==> config.mk <==
export PLATFORM = sky130hd
export DESIGN_NAME = irq_ack_port
export DESIGN_NICKNAME = d
export VERILOG_FILES = /design/src/rtl/irq_ack_pkg.sv /design/src/rtl/irq_ack_select.sv /design/src/rtl/irq_ack_cfg.sv /design/src/rtl/irq_ack_fsm.sv /design/src/rtl/irq_ack_port.sv
export SDC_FILE = /design/constraint.sdc
export NUM_CORES = 1
export LEC_CHECK = 0
export BUFFER_PORTS_ARGS = -buffer_cell sky130_fd_sc_hd__buf_2
export CORE_MARGIN = 3
export CORE_UTILIZATION = 43
export CTS_BUF_LIST = sky130_fd_sc_hd__clkbuf_8
export DETAILED_ROUTE_END_ITERATION = 10
export PLACE_DENSITY = 0.71
export SYNTH_ARGS = -nofsm -noshare
export SYNTH_HDL_FRONTEND = slang
export SYNTH_HIERARCHICAL = 1
export SYNTH_SLANG_ARGS = --single-unit
==> constraint.sdc <==
create_clock -name clk -period 85.7 [get_ports clk]
set_input_delay 12.855 -clock clk [delete_from_list [all_inputs] [get_ports clk]]
set_output_delay 12.855 -clock clk [all_outputs]
set_load 0.05 [all_outputs]
==> src/rtl/irq_ack_pkg.sv <==
package irq_ack_pkg;
    localparam int ID_W = 10;
    localparam logic [ID_W-1:0] SPUR_ID = 10'd1023;

    typedef enum logic {
        ST_IDLE,
        ST_SERVICE
    } svc_state_t;
endpackage

==> src/rtl/irq_ack_select.sv <==
module irq_ack_select
    import irq_ack_pkg::*;
#(
    parameter int NUM_IRQ = 32,
    parameter int PRIO_W  = 8
) (
    input  logic [NUM_IRQ-1:0]        pend_i,
    input  logic [NUM_IRQ-1:0]        en_i,
    input  logic [NUM_IRQ*PRIO_W-1:0] prio_i,
    input  logic [PRIO_W-1:0]         thresh_i,
    output logic                      found_o,
    output logic [ID_W-1:0]           win_id_o
);
    logic [PRIO_W-1:0] prio_arr [NUM_IRQ];
    logic [PRIO_W-1:0] best;

    for (genvar g = 0; g < NUM_IRQ; g++) begin : g_unpack
        assign prio_arr[g] = prio_i[g*PRIO_W +: PRIO_W];
    end

    // The running best starts at the threshold, so a strict compare gives the
    // threshold rule and the lower-ID tie rule together.
    always_comb begin
        found_o  = 1'b0;
        best     = thresh_i;
        win_id_o = '0;
        for (int i = 0; i < NUM_IRQ; i++) begin
            if (pend_i[i] && en_i[i] && (prio_arr[i] < best)) begin
                found_o  = 1'b1;
                best     = prio_arr[i];
                win_id_o = ID_W'(i);
            end
        end
    end
endmodule

==> src/rtl/irq_ack_cfg.sv <==
module irq_ack_cfg #(
    parameter int CTRL_W = 4,
    parameter int PRIO_W = 8
) (
    input  logic              clk,
    input  logic              rst_n,
    input  logic              ctrl_wr,
    input  logic [CTRL_W-1:0] ctrl_wmask,
    input  logic [CTRL_W-1:0] ctrl_wdata,
    output logic [CTRL_W-1:0] ctrl_q,
    input  logic              pmask_wr,
    input  logic [PRIO_W-1:0] pmask_wdata,
    output logic [PRIO_W-1:0] pmask_q
);
    always_ff @(posedge clk or negedge rst_n) begin
        if (!rst_n) begin
            ctrl_q  <= '0;
            pmask_q <= '0;
        end else begin
            if (ctrl_wr)
                ctrl_q <= (ctrl_q & ~ctrl_wmask) | (ctrl_wdata & ctrl_wmask);
            if (pmask_wr)
                pmask_q <= pmask_wdata;
        end
    end


    bypass_keep_chk: assert property (@(posedge clk) disable iff (!rst_n)
        (ctrl_wr && ctrl_wmask[CTRL_W-1:1] == '0) |=> $stable(ctrl_q[CTRL_W-1:1]));


    pmask_load_chk: assert property (@(posedge clk) disable iff (!rst_n)
        pmask_wr |=> (pmask_q == $past(pmask_wdata)));
endmodule

==> src/rtl/irq_ack_fsm.sv <==
module irq_ack_fsm
    import irq_ack_pkg::*;
(
    input  logic            clk,
    input  logic            rst_n,
    input  logic            sig_en_i,
    input  logic            found_i,
    input  logic [ID_W-1:0] win_id_i,
    input  logic            ack_rd,
    input  logic            eoi_wr,
    input  logic [ID_W-1:0] eoi_id,
    output logic            idle_o,
    output logic            ack_vld,
    output logic [ID_W-1:0] ack_id,
    output logic            dist_ack,
    output logic            dist_eoi,
    output logic [ID_W-1:0] dist_eoi_id
);
    svc_state_t      state_q, state_d;
    logic [ID_W-1:0] act_id_q;
    logic            grant, retire;

    assign grant  = (state_q == ST_IDLE) && ack_rd && sig_en_i && found_i;
    assign retire = (state_q == ST_SERVICE) && eoi_wr && (eoi_id == act_id_q);
    assign idle_o = (state_q == ST_IDLE);

    always_comb begin
        state_d = state_q;
        unique case (state_q)
            ST_IDLE:    if (grant)  state_d = ST_SERVICE;
            ST_SERVICE: if (retire) state_d = ST_IDLE;
        endcase
    end

    always_ff @(posedge clk or negedge rst_n) begin
        if (!rst_n) begin
            state_q  <= ST_IDLE;
            act_id_q <= SPUR_ID;
        end else begin
            state_q <= state_d;
            if (grant)
                act_id_q <= win_id_i;
        end
    end

    always_ff @(posedge clk or negedge rst_n) begin
        if (!rst_n) begin
            ack_vld     <= 1'b0;
            ack_id      <= SPUR_ID;
            dist_ack    <= 1'b0;
            dist_eoi    <= 1'b0;
            dist_eoi_id <= SPUR_ID;
        end else begin
            ack_vld  <= ack_rd;
            dist_ack <= grant;
            dist_eoi <= retire;
            if (ack_rd)
                ack_id <= grant ? win_id_i : SPUR_ID;
            if (retire)
                dist_eoi_id <= act_id_q;
        end
    end


    ack_origin_chk: assert property (@(posedge clk) disable iff (!rst_n)
        dist_ack |-> ($past(ack_rd) && ack_vld));


    spur_no_ack_chk: assert property (@(posedge clk) disable iff (!rst_n)
        (ack_vld && ack_id == SPUR_ID) |-> !dist_ack);


    eoi_origin_chk: assert property (@(posedge clk) disable iff (!rst_n)
        dist_eoi |-> ($past(eoi_wr) && dist_eoi_id == $past(eoi_id)));


    one_pulse_chk: assert property (@(posedge clk) disable iff (!rst_n)
        $onehot0({dist_ack, dist_eoi}));
endmodule

==> src/rtl/irq_ack_port.sv <==
module irq_ack_port
    import irq_ack_pkg::*;
#(
    parameter int NUM_IRQ = 32,
    parameter int PRIO_W  = 8,
    parameter int CTRL_W  = 4
) (
    input  logic                      clk,
    input  logic                      rst_n,
    input  logic [NUM_IRQ-1:0]        src_pend,
    input  logic [NUM_IRQ-1:0]        src_en,
    input  logic [NUM_IRQ*PRIO_W-1:0] src_prio,
    input  logic                      ctrl_wr,
    input  logic [CTRL_W-1:0]         ctrl_wmask,
    input  logic [CTRL_W-1:0]         ctrl_wdata,
    output logic [CTRL_W-1:0]         ctrl_q,
    input  logic                      pmask_wr,
    input  logic [PRIO_W-1:0]         pmask_wdata,
    output logic [PRIO_W-1:0]         pmask_q,
    output logic                      cpu_irq,
    input  logic                      ack_rd,
    output logic                      ack_vld,
    output logic [ID_W-1:0]           ack_id,
    output logic                      dist_ack,
    input  logic                      eoi_wr,
    input  logic [ID_W-1:0]           eoi_id,
    output logic                      dist_eoi,
    output logic [ID_W-1:0]           dist_eoi_id
);
    logic            found;
    logic [ID_W-1:0] win_id;
    logic            idle;

    irq_ack_cfg #(.CTRL_W(CTRL_W), .PRIO_W(PRIO_W)) cfg_i (
        .clk(clk), .rst_n(rst_n),
        .ctrl_wr(ctrl_wr), .ctrl_wmask(ctrl_wmask), .ctrl_wdata(ctrl_wdata),
        .ctrl_q(ctrl_q),
        .pmask_wr(pmask_wr), .pmask_wdata(pmask_wdata), .pmask_q(pmask_q)
    );

    irq_ack_select #(.NUM_IRQ(NUM_IRQ), .PRIO_W(PRIO_W)) sel_i (
        .pend_i(src_pend), .en_i(src_en), .prio_i(src_prio),
        .thresh_i(pmask_q), .found_o(found), .win_id_o(win_id)
    );

    irq_ack_fsm fsm_i (
        .clk(clk), .rst_n(rst_n),
        .sig_en_i(ctrl_q[0]), .found_i(found), .win_id_i(win_id),
        .ack_rd(ack_rd), .eoi_wr(eoi_wr), .eoi_id(eoi_id),
        .idle_o(idle),
        .ack_vld(ack_vld), .ack_id(ack_id), .dist_ack(dist_ack),
        .dist_eoi(dist_eoi), .dist_eoi_id(dist_eoi_id)
    );

    assign cpu_irq = ctrl_q[0] && idle && found;


    irq_needs_en_chk: assert property (@(posedge clk) disable iff (!rst_n)
        cpu_irq |-> ctrl_q[0]);


    irq_quiet_after_grant_chk: assert property (@(posedge clk) disable iff (!rst_n)
        dist_ack |-> !cpu_irq);
endmodule

==> metrics <==
status finished, final reports clean; remaining antenna violation count after routing 0; Final Max Tran Viols 0; leakage power 0.008187 uW; CORE AREA 0.03067 sq mm; number of global-route vias before repair 14.66k; reg2reg start cfg_i/pmask_q[1]$_DFFE_PN0P_; Rel. slew slack roughly 28%; commonest non-fill, non-tap cell in the layout buf_2; insertion delay to the later sink of the worst-skew pair 330 ps; Tightest Pin Transition 1076 ps; min Tclk post-route 82550 ps; drt pass-1 iters 6; VDD IR max 21.10 uV; reg2reg end fsm_i/act_id_q[5]$_DFFE_PN1P_; Post-CTS Hold Buffers 0; All-Layer GR Usage 24.20%; CP Max Fanout 15; Sequential cell area about 0.0012 sq mm; gr ovfl total 0; max_cap viols 0; H-tree Lvls 2; Fin. Hold Viols 0; Ys Warns 6; predominant post-synthesis flop cell dfstp_2; Worst setup SP type input port; Worst Clk Skew 21.69 ps; count of input and output buffers about 390; sequential fraction of design power 5.2%; switching share of power 55.38%; R2R Setup Slk roughly 27000 ps; Yosys reg bits 46; total die area 0.03332 sq mm; commonest cells after routing, fill and taps aside buf_2 (386), nand2_1 (190), inv_1 (185), ha_1 (166), nor2_1 (138); placer congestion estimate 0.9553; WP data arrival 69690 ps; dpl cells 2585; Num CTS Buffers 5; area occupied by multi-input gates roughly 0.012 sq mm; via/cell ratio 5.835; Die Wd 182.6 microns; row count 64; initial antenna violation count 11; P per Cell Area 38.88 mW/mm^2; 1st-iter DRT viols 1031; post-DR wirelength/cell 17.11 microns; Post-synth EDFFs 0; clk sinks 46; share of cells above drive strength 1 32.40%; max frequency 12.11 MHz; Psw 361.8 uW; synthesized area 0.01340 sq mm; io pins 388; final core utilization 54.79%; Final setup violation count 0; HPWL after DPL 37140 microns; hold path depth 1; ys async rst share 100.0%; first-pass GRT wire length ~69000 microns; total wire length roughly 45000 microns; Initial Utilization a little over two fifths; DR vias 15.49k; Worst Hold Class reg2reg; pin count of the biggest net entering global routing 45; Tot Pwr around 650 uW; CP max-delay cell or4_1; Avg Inst Size Synth 7.356 sq um; Seq/Total Area, Yosys 8.869%; Final Cycle Share 96.32%; Critical Path End Type output port; Post-Syn Instances 1822; non-filler cells, final between 2k and 3k; Power Internal between 200 and 300 uW; number of fill cells 2952; cell mode on critical path ha_1; Clk pin slew, worst setup/hold paths 110 ps; Comb pwr share between 90% and 100%; nets 2767; delay of the slowest critical-path stage 510 ps; clk root buf clkbuf_8; critical path type in2out; Residual DRC 0; clock network power share 2.2%; Setup TNS 0 ps; Register-to-Register Path Depth 288; CTS tree yes; synth unique cells 126; Die Height 182.6 microns; Critical Path RT about 73000 ps; layout overhead on the synthesized area 25.37%; maximum buffer depth of the clock tree 2
critical path: cells and delay by family:
family	cells	cell delay (ps)
compound gates	103	20800
simple gates	111	19810
fa+ha+maj	32	9170
mux	15	3970
buf+inv	27	2980
worst max path at each step:
stage                     start       to  slack [ps]  cells after the start
floorplan           src_prio[1]  cpu_irq        1100                    311
global placement    src_prio[1]  cpu_irq         220                    285
detailed placement  src_prio[5]  cpu_irq       -1360                    288
CTS                 src_prio[1]  cpu_irq         100                    288
global route        src_prio[1]  cpu_irq        -510                    294
finish              src_prio[1]  cpu_irq        3150                    288
layout make-up:
| class | instances | area share, % |
|---|---|---|
| Timing Repair Buffer | 454 | 14.56 |
| Clock inverter | 3 | 0.1042 |
| Clock buffer | 5 | 0.4095 |
| Inverter | 185 | 4.147 |
| Sequential cell | 46 | 7.074 |
| Multi-Input combinational cell | 1557 | 70.63 |
| Tap cell | 396 | 2.949 |
| Antenna cell | 9 | 0.1340 |
flip-flops by register name, summed over array words and instances (netlist names), named ones only:
name,flops
cfg_i/pmask_q,8
fsm_i/ack_id,10
fsm_i/ack_vld,1
fsm_i/act_id_q,10
fsm_i/dist_ack,1
fsm_i/dist_eoi,1
fsm_i/dist_eoi_id,10
fsm_i/state_q,1
synthesized netlist by cell type, types with 8 or more instances:
| library cell | number | area share (%) |
|---|---|---|
| nand2_1 | 195 | 5.5 |
| inv_1 | 185 | 5.2 |
| ha_1 | 166 | 15 |
| nor2_1 | 141 | 3.9 |
| o21ai_0 | 137 | 5.1 |
| a21oi_1 | 135 | 5.0 |
| mux2i_1 | 63 | 4.7 |
| mux2_2 | 40 | 3.4 |
| nor2b_1 | 40 | 1.9 |
| and2_1 | 37 | 1.7 |
| nand3_1 | 33 | 1.2 |
| dfstp_2 | 30 | 5.9 |
| nor3_1 | 30 | 1.1 |
| and4_1 | 27 | 1.8 |
| clkbuf_1 | 27 | 0.76 |
| a211oi_1 | 25 | 1.4 |
| mux2_4 | 23 | 2.6 |
| a21o_1 | 21 | 1.2 |
| xor2_1 | 21 | 1.4 |
| and3_1 | 16 | 0.75 |
| dfrtp_1 | 16 | 3.0 |
| nand4_1 | 16 | 0.75 |
| a31oi_1 | 15 | 0.70 |
| nand2b_1 | 15 | 0.70 |
| o21a_1 | 15 | 0.84 |
| o211ai_1 | 13 | 0.73 |
| o22a_1 | 13 | 0.85 |
| or3_1 | 13 | 0.61 |
| a211o_1 | 12 | 0.78 |
| o21ai_1 | 12 | 0.45 |
| a22oi_1 | 10 | 0.56 |
| a31o_2 | 10 | 0.65 |
| maj3_1 | 9 | 0.67 |
| o31ai_1 | 9 | 0.50 |
| or2_2 | 9 | 0.42 |
| nor4_1 | 8 | 0.37 |
| o211a_1 | 8 | 0.60 |
power groups by stage:
stage	Combinational [uW]	Sequential [uW]	Clock, uW
detailed placement	549	34.2	0
CTS	554	33.8	15.7
finish	605	33.7	14.7
global route	677	34.5	16.2
global placement	529	33.9	0
floorplan	412	40.0	0
kinds of logic after synthesis:
kind of cell    after synthesis  synth area share (%)
simple gates                625                 23.67
compound gates              587                 31.58
buf+inv                     232                 7.030
fa+ha+maj                   176                 16.25
mux                         127                 10.74
flops                        46                 8.869
xor+xnor                     28                 1.830
other cells                   1               0.02798
layer usage:
layer  part of all wire, %  global-route usage [%]
met1                    43                   30.48
met2                    48                   43.04
met3                   6.0                   3.229
met4                   2.6                   6.856
met5                 0.046                       0
metrics by stage:
| step | hold slack [ps] | setup slack [ps] | area [sq um] |
|---|---|---|---|
| 6_report | 522.6 | 3153 | 16800 |
| 5_1_grt | 544.7 | -512.8 | 16800 |
| 4_1_cts | 523.8 | 100.5 | 15910 |
| 3_5_place_dp | 496.3 | -1358 | 15780 |
| 3_3_place_gp | 492.9 | 215.0 | 15780 |
| 2_1_floorplan | 478.8 | 1100 | 13420 |
what timing repair did:
| item | in CTS | in global routing |
|---|---|---|
| setup endpoints to repair | 1 | 1 |
| buffers inserted | 2 | 42 |
| pin swaps | 1 | 34 |
| resized for setup | 11 | 134 |
| cloned | 0 | 9 |
No activity file was read; power rests on OpenSTA's default activity.
